[config.mk]
export PLATFORM = sky130hd
export DESIGN_NAME = mmio_reg_port
export DESIGN_NICKNAME = d
export VERILOG_FILES = /design/src/rtl/mmio_pkg.sv /design/src/rtl/mmio_decode.sv /design/src/rtl/mmio_word_ram.sv /design/src/rtl/mmio_io_regs.sv /design/src/rtl/mmio_reg_port.sv
export SDC_FILE = /design/constraint.sdc
export NUM_CORES = 2
export LEC_CHECK = 0
export CORE_MARGIN = 3
export CORE_UTILIZATION = 35
export CTS_CLUSTER_DIAMETER = 200
export DETAILED_ROUTE_END_ITERATION = 7
export SYNTH_ARGS = -nofsm -noshare
export SYNTH_HDL_FRONTEND = slang
export SYNTH_SLANG_ARGS = --single-unit
[constraint.sdc]
create_clock -name clk_i -period 3.8 [get_ports clk_i]
set_input_delay 0.57 -clock clk_i [delete_from_list [all_inputs] [get_ports clk_i]]
set_output_delay 0.57 -clock clk_i [all_outputs]
set_load 0.01 [all_outputs]
[src/rtl/mmio_pkg.sv]
package mmio_pkg;
  typedef enum logic [1:0] {
    SEL_MEM = 2'd0,
    SEL_IN  = 2'd1,
    SEL_OUT = 2'd2
  } rd_sel_e;
endpackage

[src/rtl/mmio_decode.sv]
module mmio_decode
  import mmio_pkg::*;
#(
  parameter int AW = 8
) (
  input  logic          cs_i,
  input  logic          we_i,
  input  logic          oe_i,
  input  logic          ub_i,
  input  logic          lb_i,
  input  logic          regmode_ni,
  input  logic [AW-1:0] addr_i,
  output logic          mem_we_o,
  output logic [1:0]    mem_be_o,
  output logic          mem_re_o,
  output logic          out_we_o,
  output rd_sel_e       rd_sel_o,
  output logic          rd_en_o
);
  logic at_in, at_out, reg_rd_hit, reg_wr_hit;

  assign at_in      = (addr_i == AW'(0));
  assign at_out     = (addr_i == AW'(1));
  assign reg_rd_hit = cs_i & ~we_i & ~regmode_ni & (at_in | at_out);
  assign reg_wr_hit = cs_i &  we_i & ~regmode_ni & at_out;

  // register write needs the low lane; it also writes memory word 1
  assign out_we_o = reg_wr_hit & lb_i;
  assign mem_we_o = cs_i & we_i & (~reg_wr_hit | lb_i);
  assign mem_be_o = {ub_i, lb_i};

  assign rd_en_o  = cs_i & ~we_i & oe_i & (reg_rd_hit ? lb_i : (lb_i | ub_i));
  assign mem_re_o = rd_en_o & ~reg_rd_hit;
  assign rd_sel_o = !reg_rd_hit ? SEL_MEM : (at_in ? SEL_IN : SEL_OUT);
endmodule

[src/rtl/mmio_word_ram.sv]
module mmio_word_ram #(
  parameter int DEPTH = 256,
  parameter int DW    = 16,
  localparam int AW   = $clog2(DEPTH),
  localparam int NB   = DW / 8
) (
  input  logic          clk_i,
  input  logic          we_i,
  input  logic          re_i,
  input  logic [NB-1:0] be_i,
  input  logic [AW-1:0] addr_i,
  input  logic [DW-1:0] wdata_i,
  output logic [DW-1:0] rdata_o
);
  for (genvar g = 0; g < NB; g++) begin : g_lane
    logic [7:0] mem [DEPTH];
    logic [7:0] rd_q;

    always_ff @(posedge clk_i) begin
      if (we_i && be_i[g]) mem[addr_i] <= wdata_i[g*8 +: 8];
      if (re_i)            rd_q        <= mem[addr_i];
    end

    assign rdata_o[g*8 +: 8] = rd_q;
  end
endmodule

[src/rtl/mmio_io_regs.sv]
module mmio_io_regs #(
  parameter int IN_W   = 2,
  parameter int OUT_W  = 5,
  parameter int STAGES = 2
) (
  input  logic             clk_i,
  input  logic             rst_ni,
  input  logic [IN_W-1:0]  ext_in_i,
  input  logic             out_we_i,
  input  logic [OUT_W-1:0] out_wdata_i,
  output logic [IN_W-1:0]  in_q_o,
  output logic [OUT_W-1:0] out_q_o
);
  logic [IN_W-1:0] sync_q [STAGES];

  for (genvar s = 0; s < STAGES; s++) begin : g_sync
    always_ff @(posedge clk_i or negedge rst_ni) begin
      if (!rst_ni)     sync_q[s] <= '0;
      else if (s == 0) sync_q[s] <= ext_in_i;
      else             sync_q[s] <= sync_q[(s == 0) ? 0 : s-1];
    end
  end

  assign in_q_o = sync_q[STAGES-1];

  always_ff @(posedge clk_i or negedge rst_ni) begin
    if (!rst_ni)       out_q_o <= '0;
    else if (out_we_i) out_q_o <= out_wdata_i;
  end


  out_load_chk: assert property (@(posedge clk_i) disable iff (!rst_ni)
    out_we_i |=> out_q_o == $past(out_wdata_i));


  out_hold_chk: assert property (@(posedge clk_i) disable iff (!rst_ni)
    !out_we_i |=> $stable(out_q_o));
endmodule

[src/rtl/mmio_reg_port.sv]
module mmio_reg_port
  import mmio_pkg::*;
#(
  parameter int DEPTH = 256,
  parameter int DW    = 16,
  parameter int IN_W  = 2,
  parameter int OUT_W = 5,
  localparam int AW   = $clog2(DEPTH),
  localparam int NB   = DW / 8
) (
  input  logic             clk_i,
  input  logic             rst_ni,
  input  logic             cs_i,
  input  logic             we_i,
  input  logic             oe_i,
  input  logic             ub_i,
  input  logic             lb_i,
  input  logic             regmode_ni,
  input  logic [AW-1:0]    addr_i,
  input  logic [DW-1:0]    wdata_i,
  output logic [DW-1:0]    rdata_o,
  output logic             rvalid_o,
  input  logic [IN_W-1:0]  ext_in_i,
  output logic [OUT_W-1:0] ext_out_o
);
  logic          mem_we, mem_re, out_we, rd_en;
  logic [1:0]    mem_be;
  rd_sel_e       rd_sel, sel_q;
  logic [DW-1:0] ram_q, reg_q, lane_mask;
  logic [NB-1:0] be_q;
  logic          rvalid_q;
  logic [IN_W-1:0] in_q;

  mmio_decode #(.AW(AW)) u_dec (
    .cs_i, .we_i, .oe_i, .ub_i, .lb_i, .regmode_ni, .addr_i,
    .mem_we_o(mem_we), .mem_be_o(mem_be), .mem_re_o(mem_re),
    .out_we_o(out_we), .rd_sel_o(rd_sel), .rd_en_o(rd_en)
  );

  mmio_word_ram #(.DEPTH(DEPTH), .DW(DW)) u_ram (
    .clk_i, .we_i(mem_we), .re_i(mem_re), .be_i(NB'(mem_be)),
    .addr_i, .wdata_i, .rdata_o(ram_q)
  );

  mmio_io_regs #(.IN_W(IN_W), .OUT_W(OUT_W)) u_regs (
    .clk_i, .rst_ni, .ext_in_i, .out_we_i(out_we),
    .out_wdata_i(wdata_i[OUT_W-1:0]), .in_q_o(in_q), .out_q_o(ext_out_o)
  );

  always_ff @(posedge clk_i or negedge rst_ni) begin
    if (!rst_ni) begin
      rvalid_q <= 1'b0;
      sel_q    <= SEL_MEM;
      be_q     <= '0;
      reg_q    <= '0;
    end else begin
      rvalid_q <= rd_en;
      if (rd_en) begin
        sel_q <= rd_sel;
        be_q  <= NB'(mem_be);
        reg_q <= (rd_sel == SEL_IN) ? DW'(in_q) : DW'(ext_out_o);
      end
    end
  end

  for (genvar g = 0; g < NB; g++) begin : g_mask
    assign lane_mask[g*8 +: 8] = {8{be_q[g]}};
  end

  assign rvalid_o = rvalid_q;
  assign rdata_o  = !rvalid_q ? '0 : (sel_q == SEL_MEM) ? (ram_q & lane_mask) : reg_q;


  rd_needs_oe_chk: assert property (@(posedge clk_i) disable iff (!rst_ni)
    !(cs_i && !we_i && oe_i) |=> !rvalid_o && rdata_o == '0);


  reg_lb_gate_chk: assert property (@(posedge clk_i) disable iff (!rst_ni)
    (cs_i && !we_i && !regmode_ni && !lb_i && addr_i < AW'(2)) |=> !rvalid_o);


  write_through_chk: assert property (@(posedge clk_i) disable iff (!rst_ni)
    out_we |-> mem_we && mem_be[0] && addr_i == AW'(1));


  idle_no_write_chk: assert property (@(posedge clk_i) disable iff (!rst_ni)
    !cs_i |-> !mem_we && !out_we);
endmodule

==> run metrics <==
slowest cell on the critical path clkdlybuf4s50_1; PortBufs 55; sequential cell area 0.1240 sq mm; Overall Power 94.95 mW; gpl congestion between 0.8 and 0.9; Hold Crit Class in2reg; vias per cell 5.495; Synth top area share 78.40%; GRT overflow 0; core box area 0.4466 sq mm; sequential fraction of the synthesis area 78.70%; Max IR drop VDD 0.0003920 V; drt first pass iters 6; die height roughly 680 um; CP max stage delay 0.61 ns; post-layout min period 3.600 ns; CTS tree built; Initial Utilization a little over a third; clk_lat worst skew 0.96 ns; complex-gate fraction of the synthesized area 3.661%; Hold EP u_ram.g_lane[1].mem[74][3]; max_slew headroom 10.55%; clk slew on worst S/H paths 0.06 ns; FMAX roughly 280 MHz; Routed WL 414.4 mm; initial antenna violation count 17; Setup Skew 0.04246 ns; fin crit share 94.73%; Post-Synth Simple-Gate Area 1.706%; Arr. time, crit path 3.03 ns; Top delay family on crit path buffers and inverters; first-pass GRT wire length between 500 and 600 mm; Distinct cells, synth 36; Total Neg Setup Slack 0 ns; post-route ant nets 0; CTS max path bufs 4; Crit path required time ~3.2 ns; num ports 56; CP Max Fanout 9; Worst Hold Launch wdata_i[11]; r2r setup slk ~0.48 ns; Lkg Pwr roughly 57 nW; Fillers 38,050; unrepaired setup endpoints after global routing false; Mapped Area 0.1575 sq mm; vias in the first global route 79,110; area leader, netlist edfxtp_1; Avg Cell Area, Syn 22.10 sq um; wire per inst a little under 30 um; status complete, no violations; pin count of the biggest net entering global routing between 100 and 150; Final setup viols 0; largest family of logic cells by synthesized area multiplexers; Synth Warn # 0; worst r2r dst u_ram.g_lane[1].rd_q[3]; area of the multi-input gates 0.03185 sq mm; CTS Buf Count 390; CTS sink count 4,131; critical path depth in cells 5; final hold violation count 0; Hold Path Depth 1; Synth Area in Adders 0%; XOR/XNOR Fraction of Synth Area 0%; crit-path cells nor2_4 > and3_1 > and2_1 > buf_4 > clkdlybuf4s50_1; Setup crit start sel_q[1]; P per Cell Area about 500 mW/mm^2; mux contribution to synthesized area between 10% and 20%; Die Width 676.8 um; CTS H-Tree Depth 5; Area growth syn-to-layout 17.94%; Residual DRC 0; Reg2Reg Launch Point u_ram.g_lane[1].mem[79][3]; die area 0.4581 sq mm; WHS ~0.082 ns; CTS root buffer clkbuf_16; Final Core Density 41.59%; max-slew violation count 0; syn_nets 7,160; layout cells sized above 1 a little under a third; Setup CP Type reg2out; Tot GR Track Use between 15 and 20%; nets 7,994; CP Launch Type register; flops & latches, synth 4,131; starting DRC count in detailed routing 10,000; max-cap violation count 0; row cnt approximately 250; Mapped Cells 7,126; DR vias 78,370; worst path bufs/invs 2; Slew @ Worst Pin 1.342 ns; top cells by area, synth edfxtp_1 (78%), mux4_2 (15%), a22oi_1 (2.4%); r2r worst-path depth 7; dpl hpwl 257.8 mm; CP Capture Type output pin
==> stage by stage <==
step,instance area [sq um],setup slack (ns),std cells
floorplan,157500,0.7274,7126
global placement,172500,-0.6392,13490
detailed placement,172500,-0.6199,13490
CTS,185600,0.04361,14220
global route,185800,0.06139,14260
finish,185800,0.2002,14260
==> cell type report <==
cell class	count	area share, %
Timing Repair Buffer	906	4.979
Multi-Input combinational cell	2527	17.15
Inverter	4	0.008082
Antenna cell	44	0.05927
Tap cell	5928	3.993
Clock buffer	463	5.516
Sequential cell	4131	66.73
Clock inverter	258	1.573
==> cell usage in the layout, fill, tap and decap left out, types with 5 or more instances in the layout <==
cell type	count
inv_6	15
a22oi_1	512
clkbuf_16	400
clkinv_4	14
nand4_1	27
clkbuf_1	63
buf_12	176
mux2_2	8
and2_1	9
nand3_1	22
o41ai_1	63
a21boi_0	5
nor2_1	515
clkinvlp_4	31
buf_8	17
o21ai_0	5
clkinv_2	63
nand3_2	15
mux4_2	1024
diode_2	44
clkdlybuf4s50_1	37
bufinv_16	56
edfxtp_1	4112
clkinv_1	70
a21oi_1	256
nand2_1	14
buf_4	673
nand2_2	7
dfrtp_1	19
==> worst max path at each step <==
stage	slack [ns]	to
2_1_floorplan	0.73	u_ram.g_lane[0].rd_q[0]
3_5_place_dp	-0.62	u_ram.g_lane[1].rd_q[7]
6_report	0.20	rdata_o[15]
3_3_place_gp	-0.64	u_ram.g_lane[1].rd_q[7]
5_1_grt	0.06	rdata_o[15]
4_1_cts	0.04	rdata_o[15]
==> per-layer routing <==
metal	GRT usage [%]	routed length, um
met1	24.35	167000
met2	28.25	200000
met3	3.023	32980
met4	6.161	14410
met5	0	13
==> cell usage after synthesis <==
library cell  count
and3_1            3
buf_6             1
a22oi_1         512
inv_1             4
a21boi_0          5
buf_4            10
o21ai_0           5
mux2_4            4
nand3_1          28
clkbuf_2          1
a21oi_1         256
nor3b_1           2
mux2i_1           4
or4_1             3
or4b_1            1
nand2_1          22
dfrtp_1          19
nor2b_1          10
nand4_1          27
nand2b_1          4
nand3_2           9
buf_2            34
and2_1           10
clkbuf_1        294
a31oi_1           1
o41ai_1          64
nor2_1          518
mux4_2         1024
nor3_1            1
mux2_2            8
buf_1           124
and4_1            3
or2_2             1
o2111a_1          1
or3_1             1
edfxtp_1       4112
==> power breakdown <==
part / total [mW] / switching, mW / internal (mW)
logic: 4.71 / 2.94 / 1.76
clock network: 40.1 / 16.9 / 23.2
registers: 50.1 / 0.0179 / 50.1
==> repair_timing <==
item,in CTS,in global routing
hold buffers,2,0
endpoints found under the hold margin,2,0
endpoints found under the setup margin,1,1
setup buffers,0,0
resized for setup,1,1
==> cell families after synthesis <==
family | count (synthesis)
simple gates | 643
compound gates | 844
mux | 1040
flops | 4131
buf+inv | 468
==> registers in the layout (all words and copies together), names as in the netlist <==
| name | count |
|---|---|
| be_q | 2 |
| u_regs.out_q_o | 5 |
| rvalid_o | 1 |
| sel_q | 2 |
| u_regs.in_q_o | 2 |
| u_ram.g_lane.rd_q | 16 |
| u_regs.sync_q | 2 |
| u_ram.g_lane.mem | 4096 |
| reg_q | 5 |
(Power assumes the default switching activity.)
